$ cat src/rtl/rmc_pkg.sv
package rmc_pkg;
  typedef enum logic [3:0] {
    ST_OFF, ST_BOOT, ST_IDLE, ST_HOLD, ST_TXS, ST_TX, ST_RXS, ST_RX, ST_BACKOFF
  } state_e;

  typedef enum logic [2:0] {
    MD_OFF = 3'd0, MD_STBY1 = 3'd1, MD_STBY2 = 3'd2, MD_TX = 3'd3, MD_RX = 3'd4
  } mode_e;

  localparam int NFLAGS     = 4;
  localparam int FLAG_SENT  = 0;
  localparam int FLAG_RCVD  = 1;
  localparam int FLAG_MAXRT = 2;
  localparam int FLAG_TXTO  = 3;
endpackage

$ cat src/rtl/rmc_timer.sv
module rmc_timer #(
  parameter int W = 16
) (
  input  logic         clk_i,
  input  logic         rst_ni,
  input  logic         load_i,
  input  logic [W-1:0] val_i,
  input  logic         tick_i,
  output logic         done_o
);
  logic [W-1:0] cnt_q;

  always_ff @(posedge clk_i or negedge rst_ni) begin
    if (!rst_ni)                      cnt_q <= '0;
    else if (load_i)                  cnt_q <= val_i;
    else if (tick_i && cnt_q != '0)   cnt_q <= cnt_q - 1'b1;
  end

  assign done_o = (cnt_q == '0);
endmodule

$ cat src/rtl/rmc_retry.sv
module rmc_retry #(
  parameter int CNT_W  = 4,
  parameter int LOST_W = 4
) (
  input  logic              clk_i,
  input  logic              rst_ni,
  input  logic              new_txn_i,
  input  logic              retry_i,
  input  logic              loss_i,
  input  logic              chan_wr_i,
  output logic [CNT_W-1:0]  retry_cnt_o,
  output logic [LOST_W-1:0] lost_cnt_o
);
  localparam logic [LOST_W-1:0] LOST_MAX = '1;

  logic [LOST_W-1:0] lost_base;

  always_ff @(posedge clk_i or negedge rst_ni) begin
    if (!rst_ni)        retry_cnt_o <= '0;
    else if (new_txn_i) retry_cnt_o <= '0;
    else if (retry_i)   retry_cnt_o <= retry_cnt_o + 1'b1;
  end

  assign lost_base = chan_wr_i ? '0 : lost_cnt_o;

  always_ff @(posedge clk_i or negedge rst_ni) begin
    if (!rst_ni)                           lost_cnt_o <= '0;
    else if (loss_i && lost_base != LOST_MAX) lost_cnt_o <= lost_base + 1'b1;
    else                                   lost_cnt_o <= lost_base;
  end

  assert_lost_clear_R8: assert property (@(posedge clk_i) disable iff (!rst_ni)
    (chan_wr_i && !loss_i) |=> (lost_cnt_o == '0));
  assert_retry_cleared_R7: assert property (@(posedge clk_i) disable iff (!rst_ni)
    new_txn_i |=> (retry_cnt_o == '0));
endmodule

$ cat src/rtl/rmc_flags.sv
module rmc_flags #(
  parameter int N = 4
) (
  input  logic         clk_i,
  input  logic         rst_ni,
  input  logic [N-1:0] set_i,
  input  logic [N-1:0] clr_i,
  input  logic [N-1:0] mask_i,
  output logic [N-1:0] flags_o,
  output logic         irq_no
);
  always_ff @(posedge clk_i or negedge rst_ni) begin
    if (!rst_ni) flags_o <= '0;
    else         flags_o <= (flags_o & ~clr_i) | set_i;  // set wins
  end

  assign irq_no = ~|(flags_o & ~mask_i);

  assert_set_wins_R11: assert property (@(posedge clk_i) disable iff (!rst_ni)
    (|set_i) |=> ((flags_o & $past(set_i)) == $past(set_i)));
endmodule

$ cat src/rtl/radio_mode_ctrl.sv
module radio_mode_ctrl
  import rmc_pkg::*;
#(
  parameter int STARTUP_US    = 1500,
  parameter int SETTLE_US     = 130,
  parameter int CE_HOLD_US    = 10,
  parameter int ACK_WAIT_US   = 250,
  parameter int RETRY_UNIT_US = 250,
  parameter int TX_MAX_US     = 4000,
  parameter int LOST_W        = 4
) (
  input  logic              clk_i,
  input  logic              rst_ni,
  input  logic              tick_us_i,
  input  logic              pwr_up_i,
  input  logic              role_rx_i,
  input  logic              ce_i,
  input  logic              txf_empty_i,
  input  logic              auto_ack_i,
  input  logic              no_ack_i,
  input  logic [3:0]        retry_delay_i,
  input  logic [3:0]        retry_limit_i,
  input  logic              chan_wr_i,
  input  logic              pkt_sent_i,
  input  logic              ack_rcvd_i,
  input  logic              pkt_rcvd_i,
  input  logic              ack_sent_i,
  input  logic [3:0]        flag_clr_i,
  input  logic [3:0]        flag_mask_i,
  output logic [2:0]        mode_o,
  output logic              settling_o,
  output logic              tx_pop_o,
  output logic [3:0]        retry_cnt_o,
  output logic [LOST_W-1:0] lost_cnt_o,
  output logic [3:0]        flags_o,
  output logic              irq_no
);
  localparam int TMR_SPAN = STARTUP_US + SETTLE_US + ACK_WAIT_US + TX_MAX_US + 16 * RETRY_UNIT_US;
  localparam int TMR_W    = $clog2(TMR_SPAN + 1);
  localparam int CE_W     = $clog2(CE_HOLD_US + 1);

  state_e st_q, st_d;
  logic              tmr_done, tmr_load;
  logic [TMR_W-1:0]  tmr_val;
  logic [CE_W-1:0]   ce_cnt_q;
  logic              ce_ok, need_ack, can_retry;
  logic              new_txn, retry, loss;
  logic [NFLAGS-1:0] flag_set;
  state_e            after_pkt;

  always_ff @(posedge clk_i or negedge rst_ni) begin
    if (!rst_ni)                                        ce_cnt_q <= '0;
    else if (!ce_i)                                     ce_cnt_q <= '0;
    else if (tick_us_i && ce_cnt_q < CE_W'(CE_HOLD_US)) ce_cnt_q <= ce_cnt_q + 1'b1;
  end

  assign ce_ok     = (ce_cnt_q >= CE_W'(CE_HOLD_US));
  assign need_ack  = auto_ack_i && !no_ack_i;
  assign can_retry = (retry_cnt_o < retry_limit_i);
  assign after_pkt = !ce_i ? ST_IDLE : (txf_empty_i ? ST_HOLD : ST_TXS);

  always_comb begin
    st_d     = st_q;
    new_txn  = 1'b0;
    retry    = 1'b0;
    loss     = 1'b0;
    tx_pop_o = 1'b0;
    flag_set = '0;
    if (!pwr_up_i) begin
      st_d = ST_OFF;
    end else begin
      unique case (st_q)
        ST_OFF:  st_d = ST_BOOT;
        ST_BOOT: if (tmr_done) st_d = ST_IDLE;
        ST_IDLE: begin
          if (role_rx_i) begin
            if (ce_i) st_d = ST_RXS;
          end else if (ce_i && !txf_empty_i && ce_ok) begin
            st_d = ST_TXS; new_txn = 1'b1;
          end
        end
        ST_HOLD: begin
          if (role_rx_i || !ce_i) st_d = ST_IDLE;
          else if (!txf_empty_i) begin st_d = ST_TXS; new_txn = 1'b1; end
        end
        ST_TXS: if (tmr_done) st_d = ST_TX;
        ST_TX: begin
          if (role_rx_i && ack_sent_i) st_d = ST_RXS;
          else if (!role_rx_i && pkt_sent_i) begin
            if (need_ack) st_d = ST_RXS;
            else begin
              tx_pop_o = 1'b1; flag_set[FLAG_SENT] = 1'b1;
              st_d = after_pkt; new_txn = (after_pkt == ST_TXS);
            end
          end else if (tmr_done) begin  // TX overrun
            st_d = ST_IDLE; flag_set[FLAG_TXTO] = 1'b1;
          end
        end
        ST_RXS: if (tmr_done) st_d = ST_RX;
        ST_RX: begin
          if (role_rx_i) begin
            if (!ce_i) st_d = ST_IDLE;
            else if (pkt_rcvd_i) begin
              flag_set[FLAG_RCVD] = 1'b1;
              if (need_ack) st_d = ST_TXS;
            end
          end else if (ack_rcvd_i) begin
            tx_pop_o = 1'b1; flag_set[FLAG_SENT] = 1'b1;
            st_d = after_pkt; new_txn = (after_pkt == ST_TXS);
          end else if (tmr_done) begin
            loss = 1'b1;
            if (can_retry) begin retry = 1'b1; st_d = ST_BACKOFF; end
            else begin flag_set[FLAG_MAXRT] = 1'b1; st_d = ST_IDLE; end
          end
        end
        ST_BACKOFF: if (tmr_done) st_d = ST_TXS;
        default: st_d = ST_OFF;
      endcase
    end
  end

  always_ff @(posedge clk_i or negedge rst_ni) begin
    if (!rst_ni) st_q <= ST_OFF;
    else         st_q <= st_d;
  end

  assign tmr_load = (st_d != st_q);
  always_comb begin
    unique case (st_d)
      ST_BOOT:         tmr_val = TMR_W'(STARTUP_US - 1);
      ST_TXS, ST_RXS:  tmr_val = TMR_W'(SETTLE_US - 1);
      ST_TX:           tmr_val = TMR_W'(TX_MAX_US - 1);
      ST_RX:           tmr_val = TMR_W'(ACK_WAIT_US - 1);
      ST_BACKOFF:      tmr_val = TMR_W'((32'(retry_delay_i) + 1) * RETRY_UNIT_US - 1);
      default:         tmr_val = '0;
    endcase
  end

  rmc_timer #(.W(TMR_W)) u_timer (
    .clk_i, .rst_ni, .load_i(tmr_load), .val_i(tmr_val), .tick_i(tick_us_i), .done_o(tmr_done)
  );

  rmc_retry #(.CNT_W(4), .LOST_W(LOST_W)) u_retry (
    .clk_i, .rst_ni, .new_txn_i(new_txn), .retry_i(retry), .loss_i(loss),
    .chan_wr_i, .retry_cnt_o, .lost_cnt_o
  );

  rmc_flags #(.N(NFLAGS)) u_flags (
    .clk_i, .rst_ni, .set_i(flag_set), .clr_i(flag_clr_i), .mask_i(flag_mask_i),
    .flags_o, .irq_no
  );

  always_comb begin
    unique case (st_q)
      ST_IDLE, ST_BACKOFF: mode_o = MD_STBY1;
      ST_HOLD:             mode_o = MD_STBY2;
      ST_TXS, ST_TX:       mode_o = MD_TX;
      ST_RXS, ST_RX:       mode_o = MD_RX;
      default:             mode_o = MD_OFF;
    endcase
  end
  assign settling_o = (st_q == ST_BOOT) || (st_q == ST_TXS) || (st_q == ST_RXS);

  assert_power_down_R1: assert property (@(posedge clk_i) disable iff (!rst_ni)
    !pwr_up_i |=> (mode_o == MD_OFF));
  assert_backoff_counted_R7: assert property (@(posedge clk_i) disable iff (!rst_ni)
    (st_q == ST_BACKOFF) |-> (retry_cnt_o != 4'd0));
  assert_irq_on_sent_R12: assert property (@(posedge clk_i) disable iff (!rst_ni)
    ($rose(flags_o[FLAG_SENT]) && !flag_mask_i[FLAG_SENT]) |-> !irq_no);
  assert_maxrt_keeps_payload_R7: assert property (@(posedge clk_i) disable iff (!rst_ni)
    $rose(flags_o[FLAG_MAXRT]) |-> !$past(tx_pop_o));
endmodule

$ cat config.mk
export PLATFORM = sky130hd
export DESIGN_NAME = radio_mode_ctrl
export DESIGN_NICKNAME = d
export VERILOG_FILES = /design/src/rtl/rmc_pkg.sv /design/src/rtl/rmc_timer.sv /design/src/rtl/rmc_retry.sv /design/src/rtl/rmc_flags.sv /design/src/rtl/radio_mode_ctrl.sv
export SDC_FILE = /design/constraint.sdc
export NUM_CORES = 1
export LEC_CHECK = 0
export BUFFER_PORTS_ARGS = -buffer_cell sky130_fd_sc_hd__buf_2
export CORE_AREA = 8 8 121 123
export CTS_CLUSTER_DIAMETER = 200
export CTS_CLUSTER_SIZE = 24
export DETAILED_ROUTE_END_ITERATION = 10
export DIE_AREA = 0 0 129 131
export SYNTH_ARGS = -nofsm -noshare
export SYNTH_HDL_FRONTEND = slang
export SYNTH_SLANG_ARGS = --single-unit
$ cat constraint.sdc
create_clock -name clk_i -period 3.36 [get_ports clk_i]
set_input_delay 0.336 -clock clk_i [delete_from_list [all_inputs] [get_ports clk_i]]
set_output_delay 0.336 -clock clk_i [all_outputs]
set_load 0.02 [all_outputs]
==> metrics.cfg <==
[logic_synthesis]
synth.avg_cell_area_sq_um = 8.53
syn_nets = 476
synth-seq-area-share = 0.246
synthTopCellsByArea = dfrtp_1 25%, ha_1 11%, fa_1 5.8%, xnor2_1 4.8%, inv_1 4.6%
ys.flop_type = dfrtp_1
syn_inst = 405
syn_area_sq_um = 3460
synth-edff-count = 0
synthArstFlopShare = 1.00
yosysTopAreaCellShare = 0.246
yosysTopAreaCell = dfrtp_1
ys_types = 69
synth_seq_cells = 34
yosysWarnings = 0

[worst_setup_path]
reg2reg_to = u_timer.cnt_q[7]
reg2regPathDepth = 10
endpoint = u_timer.cnt_q[12]
crit_path_end_kind = register
crit_type = in2reg
crit_path_start = retry_delay_i[0]
crit_chain = buf_8 -> ha_4 -> xor2_4 -> inv_2 -> fa_2 -> fa_1 -> fa_1 -> inv_2 -> ha_4 -> nand2_2 -> o21ai_4 -> o2111ai_2 -> nand2_1 -> xor2_1 -> or4bb_1 -> xnor2_1 -> a31o_1
crit_slowest_cell = fa_2
critPathBufInv = 3
worst-path-stages = 17
reg2reg_from = u_timer.cnt_q[0]
worstPathArrival_ps = 4080
regToRegSetupSlack_ps = 150
path_delay_family = adder cells
cp-start-kind = input port
cp.required_ps = 3530
max_stage_delay_ps = 540
crit_fanout = 4

[die]
rows = 42
initial_core_util = 0.268
io-pin-count = 48
die_h_um = 131
die-area_sq_um = 16900
dieWidth_um = 129
core_area_sq_um = 12900

[clock_tree]
root_buffer = clkbuf_16
cts_tree = yes
clockBufferDepth = 2
clk_latency_ps = 280
clock-sinks = 34
h-tree-depth = 2
numCtsBuffers = 5
clkTransAtPathRegs_ps = 60

[pwr]
p_leak_nw = 2.20
p_sw_mw = 0.653
pwr-share-clk = 0.239
switching_share = 0.339
p_seq_frac = 0.232
ir_drop_uv = 201
p_int_mw = 1.27
power_density_nw_per_um2 = 413
combPwrFrac = 0.529

[final_layout]
instances_no_fill = 682
area_growth_pct = 35.0
num-fill-cells = 1289
n_antenna_cell = 0
final_common_cell = buf_4
layout_common_cells = 56 x buf_4, 45 x buf_2, 40 x inv_1
nNetsFinal = 576
drive_above_1_share = 0.300

[detailed_routing]
vias = 3275
via_per_inst = 4.80
drt_wl_total_um = 9000
drc_errors = 0
first_pass_iters = 4
drt_iter0_markers = 187
wl_per_cell_um = 13.2
postRouteAntennaNets = 0

[global_routing]
grt_pass1_wl_um = 15000
antenna_found_initial = 0
grt_max_degree = 35
grt.busiest_layer = met2
overflow = 0
grt_use_met1 = 0.127
grtUsageTotal = 0.106
grt_pass1_vias = 3302
grt_use_met2 = 0.190
grt_use_met3 = 0.0211

[sta]
max_clock_freq_ghz = 0.255
fin_skew_ps = 5.28
setup_viol = 6
tightest_slew_ps = 777
period_needed_ps = 3920
slew_violations = 0
relSlewSlack = 0.482
fin_crit_sh = 1.17
whs_ps = 141
hold_viol_final = 0
grt_setup_unrepaired = yes
fin_ws_ps = -555

[outcome]
violations = negative setup slack
status = finished with violations

[placed_design]
placed_cells = 665
portBuffers = 47
dp_hpwl_um = 7180
finalWeightedCongestion = 0.894

[flow_run]
max_cap_viol_count = 0

[hold_path]
hp-class = in2async

==> worst min path at each step <==
stage                       from                    end  slack (ps)  cells past startpoint
final                     rst_ni     u_flags.flags_o[2]         140                      1
after global routing      rst_ni     u_flags.flags_o[3]         200                      1
after CTS                 rst_ni  u_retry.lost_cnt_o[2]         180                      1
after detailed placement  rst_ni  u_retry.lost_cnt_o[2]         470                      1
after global placement    rst_ni     u_flags.flags_o[2]         450                      1
after floorplan           rst_ni            ce_cnt_q[0]          40                      0
==> synth_stat cells, drive strengths merged, types with 4 or more instances <==
cell type,count
nand4,5
dfrtp,34
nand2b,5
nor2b,6
xnor2,19
nand3,9
clkbuf,10
inv,42
ha,31
o22ai,4
o21ai,12
or3,4
fa,10
a21boi,4
a31oi,4
a21oi,30
nand2,24
xor2,18
and2,9
nor2,36
or4,4
mux2i,7
nor3,10
==> per-layer routing <==
layer	vias up	routed length [um]
met2	90	4300
met4	0	103
li1	1643	-
met1	1528	4030
met5	-	0
met3	14	572
==> sequential cells by signal (all words and copies together) (netlist names) <==
signal and count:
u_flags.flags_o 4, ce_cnt_q 4, u_retry.lost_cnt_o 4, u_retry.retry_cnt_o 4
st_q 4, u_timer.cnt_q 14
==> logic make-up (layout without fill, tap and decap cells) <==
group	Yosys count	count (layout)	share of synthesized area
AOI/OAI and AO/OA	96	96	0.193
xor gates and xnor gates	37	37	0.0938
adders and majority gates	41	41	0.170
buffers and inverters	55	156	0.0626
DFF	34	34	0.246
muxes	9	9	0.0268
and+or+nand+nor	133	133	0.207
==> what timing repair did <==
item | CTS | global route
buffers inserted | 4 | 5
resized for setup | 12 | 22
hold buffers | 0 | 0
setup endpoints to repair | 6 | 11
pin swaps | 14 | 13
==> final cells by class <==
class	instances	area (sq um)	share of cell area
clock buffer	7	143	0.0306
clock inverter	1	5.00	0.00107
inverter	42	158	0.0338
multi-input combinational	316	2570	0.551
sequential	34	851	0.182
tap	176	220	0.0472
timing repair buffer	106	718	0.154
==> through the flow <==
stage	setup TNS [ps]	cell area, sq um	setup slack (ps)	utilization	power (mW)
final	-1260	4670	-555	0.362	1.93
after global routing	-2000	4670	-723	0.362	2.06
after CTS	-1150	4510	-528	0.351	1.78
after detailed placement	-3430	4290	-914	0.333	1.24
after global placement	-2910	4290	-827	0.333	1.23
after floorplan	-1220	3500	-664	-	0.908
==> power by group through the flow <==
stage	clock network (mW)	registers, mW	logic, mW
2_1_floorplan	0	0.450	0.459
3_3_place_gp	0	0.453	0.776
3_5_place_dp	0	0.455	0.789
4_1_cts	0.472	0.448	0.858
5_1_grt	0.489	0.451	1.12
6_report	0.460	0.448	1.02
(Power assumes the default switching activity.)
